$ cat src/rtl/rcu_pkg.sv
package rcu_pkg;
  localparam int BYTE_W    = 8;
  localparam int N_CAUSE   = 4;
  // cause byte bit positions
  localparam int C_POR     = 0;
  localparam int C_EXT     = 1;
  localparam int C_BOR     = 2;
  localparam int C_WDT     = 3;
  // control byte bit positions
  localparam int K_FLAG    = 7;
  localparam int K_IE      = 6;
  localparam int K_RE      = 3;
  // plain read/write bits of the control byte (6,5,3,2,1,0)
  localparam logic [BYTE_W-1:0] K_RW_MASK = 8'b0110_1111;
  typedef enum logic {SEL_CAUSE = 1'b0, SEL_CTRL = 1'b1} reg_sel_e;
endpackage

$ cat src/rtl/rcu_cause_flags.sv
module rcu_cause_flags
  import rcu_pkg::*;
#(
  parameter int N_SRC   = N_CAUSE,
  parameter int POR_IDX = C_POR
) (
  input  logic             clk,
  input  logic             rst,
  input  logic [N_SRC-1:0] set_evt,
  input  logic             por_evt,
  input  logic             wr_en,
  input  logic [N_SRC-1:0] wr_bits,
  output logic [N_SRC-1:0] flags_q
);
  for (genvar i = 0; i < N_SRC; i++) begin : g_flag
    localparam bit IS_POR = (i == POR_IDX);
    logic clr;
    assign clr = (wr_en & ~wr_bits[i]) | (por_evt & !IS_POR);

    always_ff @(posedge clk) begin
      if (rst)             flags_q[i] <= 1'b0;
      else if (set_evt[i]) flags_q[i] <= 1'b1;
      else if (clr)        flags_q[i] <= 1'b0;
    end

    p_set_wins_r5: assert property (@(posedge clk) disable iff (rst)
      set_evt[i] |=> flags_q[i]);
    p_one_keeps_r4: assert property (@(posedge clk) disable iff (rst)
      (wr_en && wr_bits[i] && !set_evt[i] && !(por_evt && !IS_POR))
        |=> flags_q[i] == $past(flags_q[i]));
  end
endmodule

$ cat src/rtl/rcu_wdt_ctl.sv
module rcu_wdt_ctl
  import rcu_pkg::*;
#(
  parameter int W = BYTE_W
) (
  input  logic         clk,
  input  logic         rst,
  input  logic         wr_en,
  input  logic [W-1:0] wr_data,
  input  logic         tmo,
  input  logic         irq_ack,
  input  logic         gie,
  output logic [W-1:0] ctl_q,
  output logic         irq_q,
  output logic         rst_req_q,
  output logic         irq_mode
);
  logic         flag_set, flag_clr, flag_n;
  logic [W-1:0] ctl_n;

  assign irq_mode = ctl_q[K_IE] & ~ctl_q[K_RE];
  assign flag_set = tmo & irq_mode;
  assign flag_clr = irq_ack | (wr_en & wr_data[K_FLAG]);

  always_comb begin
    flag_n = ctl_q[K_FLAG];
    if (flag_clr) flag_n = 1'b0;
    if (flag_set) flag_n = 1'b1;
    ctl_n = wr_en ? (wr_data & K_RW_MASK) : (ctl_q & K_RW_MASK);
    ctl_n[K_FLAG] = flag_n;
  end

  always_ff @(posedge clk) begin
    if (rst) begin
      ctl_q     <= '0;
      irq_q     <= 1'b0;
      rst_req_q <= 1'b0;
    end else begin
      ctl_q     <= ctl_n;
      irq_q     <= flag_n & ctl_n[K_IE] & gie;
      rst_req_q <= tmo & ctl_q[K_RE];
    end
  end

  p_tmo_flag_r7: assert property (@(posedge clk) disable iff (rst)
    (tmo && ctl_q[K_IE] && !ctl_q[K_RE]) |=> ctl_q[K_FLAG]);
  p_no_flag_r7: assert property (@(posedge clk) disable iff (rst)
    (!ctl_q[K_FLAG] && !(ctl_q[K_IE] && !ctl_q[K_RE])) |=> !ctl_q[K_FLAG]);
  p_ack_clr_r8: assert property (@(posedge clk) disable iff (rst)
    (irq_ack && !tmo) |=> !ctl_q[K_FLAG]);
  p_irq_src_r9: assert property (@(posedge clk) disable iff (rst)
    irq_q |-> (ctl_q[K_FLAG] && ctl_q[K_IE]));
  p_mode_r11: assert property (@(posedge clk) disable iff (rst)
    irq_mode |-> !rst_req_q || $past(!ctl_q[K_IE] || ctl_q[K_RE]) || $past(rst));
endmodule

$ cat src/rtl/rst_cause_wdt_regs.sv
module rst_cause_wdt_regs
  import rcu_pkg::*;
(
  input  logic       clk,
  input  logic       rst,
  input  logic       por_evt,
  input  logic       bor_evt,
  input  logic       ext_evt,
  input  logic       wdt_rst_evt,
  input  logic       wdt_timeout,
  input  logic       irq_ack,
  input  logic       gie,
  input  logic       reg_we,
  input  logic       reg_sel,
  input  logic [7:0] reg_wdata,
  output logic [7:0] cause_byte,
  output logic [7:0] wdt_ctrl,
  output logic       irq,
  output logic       wdt_rst_req,
  output logic       irq_mode
);
  localparam int PAD_W = BYTE_W - N_CAUSE;

  logic [N_CAUSE-1:0] set_vec, flags;
  logic               we_cause, we_ctrl, wd_set;

  assign we_cause = reg_we & (reg_sel_e'(reg_sel) == SEL_CAUSE);
  assign we_ctrl  = reg_we & (reg_sel_e'(reg_sel) == SEL_CTRL);
  assign wd_set   = wdt_rst_evt | (wdt_timeout & wdt_ctrl[K_RE]);

  always_comb begin
    set_vec        = '0;
    set_vec[C_POR] = por_evt;
    set_vec[C_EXT] = ext_evt;
    set_vec[C_BOR] = bor_evt;
    set_vec[C_WDT] = wd_set;
  end

  rcu_cause_flags #(.N_SRC(N_CAUSE), .POR_IDX(C_POR)) u_cause (
    .clk     (clk),
    .rst     (rst),
    .set_evt (set_vec),
    .por_evt (por_evt),
    .wr_en   (we_cause),
    .wr_bits (reg_wdata[N_CAUSE-1:0]),
    .flags_q (flags)
  );

  rcu_wdt_ctl #(.W(BYTE_W)) u_ctl (
    .clk       (clk),
    .rst       (rst),
    .wr_en     (we_ctrl),
    .wr_data   (reg_wdata),
    .tmo       (wdt_timeout),
    .irq_ack   (irq_ack),
    .gie       (gie),
    .ctl_q     (wdt_ctrl),
    .irq_q     (irq),
    .rst_req_q (wdt_rst_req),
    .irq_mode  (irq_mode)
  );

  assign cause_byte = {{PAD_W{1'b0}}, flags};

  p_wdt_reset_r10: assert property (@(posedge clk) disable iff (rst)
    (wdt_timeout && wdt_ctrl[K_RE]) |=> (wdt_rst_req && cause_byte[C_WDT]));
  p_por_sets_r3: assert property (@(posedge clk) disable iff (rst)
    por_evt |=> cause_byte[C_POR]);
  p_req_cause_r10: assert property (@(posedge clk) disable iff (rst)
    wdt_rst_req |-> cause_byte[C_WDT] || $past(reg_we && !reg_sel));
endmodule

$ cat config.mk
export PLATFORM = sky130hd
export DESIGN_NAME = rst_cause_wdt_regs
export DESIGN_NICKNAME = d
export VERILOG_FILES = /design/src/rtl/rcu_pkg.sv /design/src/rtl/rcu_cause_flags.sv /design/src/rtl/rcu_wdt_ctl.sv /design/src/rtl/rst_cause_wdt_regs.sv
export SDC_FILE = /design/constraint.sdc
export NUM_CORES = 1
export LEC_CHECK = 0
export ABC_AREA = 1
export CORE_MARGIN = 4
export CORE_UTILIZATION = 40
export DETAILED_ROUTE_END_ITERATION = 8
export DONT_BUFFER_PORTS = 1
export GPL_ROUTABILITY_DRIVEN = 0
export SYNTH_ARGS = -nofsm -noshare
export SYNTH_HDL_FRONTEND = slang
export SYNTH_HIERARCHICAL = 1
export SYNTH_SLANG_ARGS = --single-unit
$ cat constraint.sdc
create_clock -name clk -period 0.9 [get_ports clk]
set_input_delay 0.18 -clock clk [delete_from_list [all_inputs] [get_ports clk]]
set_output_delay 0.18 -clock clk [all_outputs]
set_load 0.01 [all_outputs]
# --- After elaboration in Yosys (flattened, before gate mapping) ---
# Cells that the tools add are included.
op_classes:
  muxes: 11
  bitwise: 23
  n_reduce_logical: 4
op_table:
  columns: ["cell", "count"]
  rows:
  - ["$and A1 B1 Y1", 12]
  - ["$mux W1", 10]
  - ["$reduce_bool A2 Y1", 4]
  - ["$mux W7", 1]
  - ["$not A1 Y1", 6]
  - ["$or A1 B1 Y1", 5]
totals:
  ff_bits: 14
  inputBits: 19
  wordCells: 46

# --- Logic depth before layout (Yosys ltp) ---
depth:
  word_depth: 7
  ltp_mapped: 7
  ltp_nobuf: 7

# --- Cells and area by module ---
# Netlist, hierarchy kept.
modules_own_cells:
  columns: ["mod", "n_inst", "cells_each", "area_each_um2", "seq_area_each_um2"]
  rows:
  - ["rcu_wdt_ctl", 1, 46, 336.6, 180.2]
  - ["rcu_cause_flags", 1, 29, 178.9, 80.1]
  - ["rst_cause_wdt_regs", 1, 12, 62.6, 0.0]

# --- Worst setup path after synthesis ---
# Ideal clock, no wire load.
synth_path:
  path_kind: "register to register"
  start: "reg u_ctl.ctl_q[3]"
  end: "reg u_ctl.ctl_q[7]"
  setup_time_ps: 115
  arrival_time_ps: 711
  path_slack_ps: 74
  stages_incl_launch_ff: 6
  n_path_buf: 0
  period_less_slack_ps: 826
  path_cell_list: "dfxtp_1 inv_1 nand2_1 nor2_1 nor2_1 nor2_1"
synth_between:
  elab_chain_cells: 4
synth_rtl:
  columns: ["element", "line_no", "rtl"]
  rows:
  - ["from (decl)", "rcu_wdt_ctl.sv:13", "output logic [W-1:0] ctl_q,"]
  - ["from (signal assigned)", "rcu_wdt_ctl.sv:39", "ctl_q <= ctl_n;"]
  - ["$not A1 Y1", "rcu_wdt_ctl.sv:21", "assign irq_mode = ctl_q[K_IE] & ~ctl_q[K_RE];"]
  - ["$and A1 B1 Y1", "rcu_wdt_ctl.sv:21", null]
  - ["$and A1 B1 Y1", "rcu_wdt_ctl.sv:22", "assign flag_set = tmo & irq_mode;"]
  - ["$mux W1", "rcu_wdt_ctl.sv:28", "if (flag_set) flag_n = 1'b1;"]
# Every way passes these cells.
# A chain may end at the register's enable or synchronous reset.

# --- Final worst setup path ---
layout_path:
  start: "reg u_ctl.ctl_q[3]"
  end: "out irq_mode"
layout_between:
  elab_chain_cells: 2
layout_rtl:
  columns: ["element", "line_no", "rtl"]
  rows:
  - ["$not A1 Y1", "rcu_wdt_ctl.sv:21", null]
  - ["$and A1 B1 Y1", "rcu_wdt_ctl.sv:21", null]
  - ["to (decl)", "rst_cause_wdt_regs.sv:20", "output logic irq_mode"]
# Every way passes these cells.

==> impl_results.md <==
* Total power at 1.128 mW
* Met3 wire length at 151 um
* # Max-Cap Violations at 0
* I/O Pins at 38
* Area taken by multi-input logic gates at 219.0 sq um
* CP delay by family, top: flip-flops
* Critical Path, Cell by Cell: inv_2 -> nand2_2 -> inv_2
* Req. time, crit path at 0.72 ns
* Rows at 13
* Unrepaired setup endpoints after global routing: true
* Clock transition at path regs at 0.08 ns
* Layout cells sized above 1 at 0.1875
* Post-synth top area share at 0.4502
* TritonCTS clock tree: yes
* Ranking of synthesized cells by area: dfxtp_1, inv_1, nor2_1, nand2_1, buf_4
* Average wire per standard cell at 11.20 um
* Critical path arrival at 0.77 ns
* Die area at 2117 sq um
* Syn Area/Cell at 6.644 sq um
* Crit share post-route at 1.054
* Global-route wire length before repair at 1897 um
* Grt total ovfl at 0
* Initial Utilization at 0.4334
* Post-Route M1 WL at 468 um
* Skew-Pair Late Insertion Delay at 0.27 ns
* Failing checks: negative setup slack
* H-tree depth at 1
* Antenna viol nets, final at 0
* Status: complete, but fails checks
* Worst path max stage delay at 0.33 ns
* Longest Clk Path Bufs at 2
* Layout fillers at 139
* Unique cell type count in the Yosys netlist at 13
* # diodes at 0
* Pre-Repair DR Iteration Count at 4
* Post-Route WL at 1243 um
* Area grow syn2layout at 14.50%
* Max VDD drop at 858.4 uV
* Fin. Hold Viols at 0
* Leakage at 0.3580 nW
* Reg2Reg Setup Slack at 0.11 ns
* Residual DRC count at 0
* Total CTS buffers at 3
* Sequential share of the synthesized area at 0.4502
* Post-Syn Instances at 87
* Clock root buffer: clkbuf_4
* Post-placement setup slack at 0.09363 ns
* CP Buf/Inv Count at 2
* Crit Path Category: reg -> out
* Die width at 46.02 um
* Final setup fails at 3
* Tmin final at 0.9490 ns
* Total routing usage reported by global routing at 0.1345
* Largest net degree at the start of global routing at 8
* Highest routed metal layer: met4
* Setup crit end kind: output port
* CTS sink cnt at 13
* CP max FO at 2
* Core area at 1334 sq um
* Critical path startpoint category: flip-flop
* Met2 Wirelength at 609 um
* Final Slew Violations at 0
* Synth Register Bits at 13
* Post-DP HPWL at 900.7 um
* Setup ws final at -0.04904 ns
* Leading area contributor after synthesis: dfxtp_1
* Yosys Warn Count at 6
* Initial antenna violation count at 0
* Vias/cell at 4.342
* Initial DRC Count at 14
* Via count at 482
* CP max stage cell: dfxtp_2
* Setup Skew at 0.001551 ns
* Final net count at 116
* FF/Latch Area at 264.0 sq um
* Finished Core Util at 0.4962
* PD cells at 1705 nW/um^2
* Die height at 46.02 um
* CP most frequent cell: inv_2
* Vias in the first global route at 434
* Post-Syn Area at 578.1 sq um
* # port buffers at 0
* Hold crit path type: in -> reg
* Fmax at 1.054 GHz
## synthesized netlist by cell type
master   instances
nand2_1         15
nor2_1          17
buf_4            5
inv_1           19
nand2_2          1
conb_1           2
dfxtp_1         13
o21ai_0          5
nor2_2           1
inv_2            1
nor3_1           1
nand3_1          1
a21oi_1          6
## flip-flops by register name, summed over array words and instances, names as in the netlist
| register | count |
|---|---|
| u_ctl/ctl_q | 7 |
| u_cause/flags_q | 4 |
| u_ctl/irq_q | 1 |
| u_ctl/rst_req_q | 1 |
## stage by stage
stage	setup TNS (ns)	instance area (sq um)	hold slack (ns)	cells
after global placement	0	600.6	0.2502	104
after global routing	-0.2256	661.9	0.01666	111
after floorplan	0	589.3	0.2491	90
after CTS	-0.1296	661.9	0.01859	111
final	-0.09531	661.9	0.02976	111
after detailed placement	0	600.6	0.2526	104
## timing repair
item | CTS | global route
buffers inserted | 2 | 0
endpoints found under the hold margin | 7 | 0
hold buffers | 1 | 0
gates resized for setup | 7 | 0
endpoints found under the setup margin | 4 | 4
## where the power goes
| group | internal (mW) | total (mW) | switching [mW] |
|---|---|---|---|
| clock | 0.172 | 0.358 | 0.186 |
| combinational | 0.0546 | 0.132 | 0.0773 |
| sequential | 0.608 | 0.639 | 0.0304 |
## layer usage
metal  vias to the layer above  global-route usage
met2                        24              0.2033
met5                         -                   0
met3                         2             0.06324
li1                        262                   -
met1                       194              0.1425
met4                         0              0.1023
## path summary, 6_finish.rpt
check | cells after the start | end | startpoint
worst max-delay path | 3 | irq_mode | u_ctl/ctl_q[3]
worst min-delay path | 2 | u_cause/flags_q[0] | por_evt
worst max register to register | 5 | u_ctl/ctl_q[7] | u_ctl/ctl_q[3]
worst min register to register | 4 | u_cause/flags_q[3] | u_cause/flags_q[3]
## placed cells by master, fill, tap and decap left out
| cell type | Yosys | routed |
|---|---|---|
| buf_4 | 5 | 5 |
| dfxtp_1 | 13 | 10 |
| dfxtp_2 | 0 | 3 |
| clkbuf_4 | 0 | 3 |
| nor2_2 | 1 | 1 |
| nand2_2 | 1 | 2 |
| nor3_1 | 1 | 1 |
| o21ai_0 | 5 | 5 |
| nand2_1 | 15 | 14 |
| inv_2 | 1 | 3 |
| dlygate4sd3_1 | 0 | 1 |
| inv_1 | 19 | 17 |
| nand3_1 | 1 | 1 |
| nor2_1 | 17 | 17 |
| conb_1 | 2 | 5 |
| a21oi_1 | 6 | 6 |
| clkbuf_1 | 0 | 1 |
| buf_6 | 0 | 1 |
## logic make-up after synthesis
logic type             share of synthesized area
AO/OA/AOI/OAI                            0.09523
buffers and inverters                     0.1948
other                                    0.01299
flip-flops                                0.4502
AND/OR/NAND/NOR                           0.2467
## area by class of cell
type	instances	area share
Clock buffer	4	0.03970
Inverter	20	0.1134
Multi-Input combinational cell	52	0.3308
Sequential cell	13	0.3989
Tap cell	15	0.02836
Timing Repair Buffer	7	0.08885
Power figures use the tool's default switching activity.
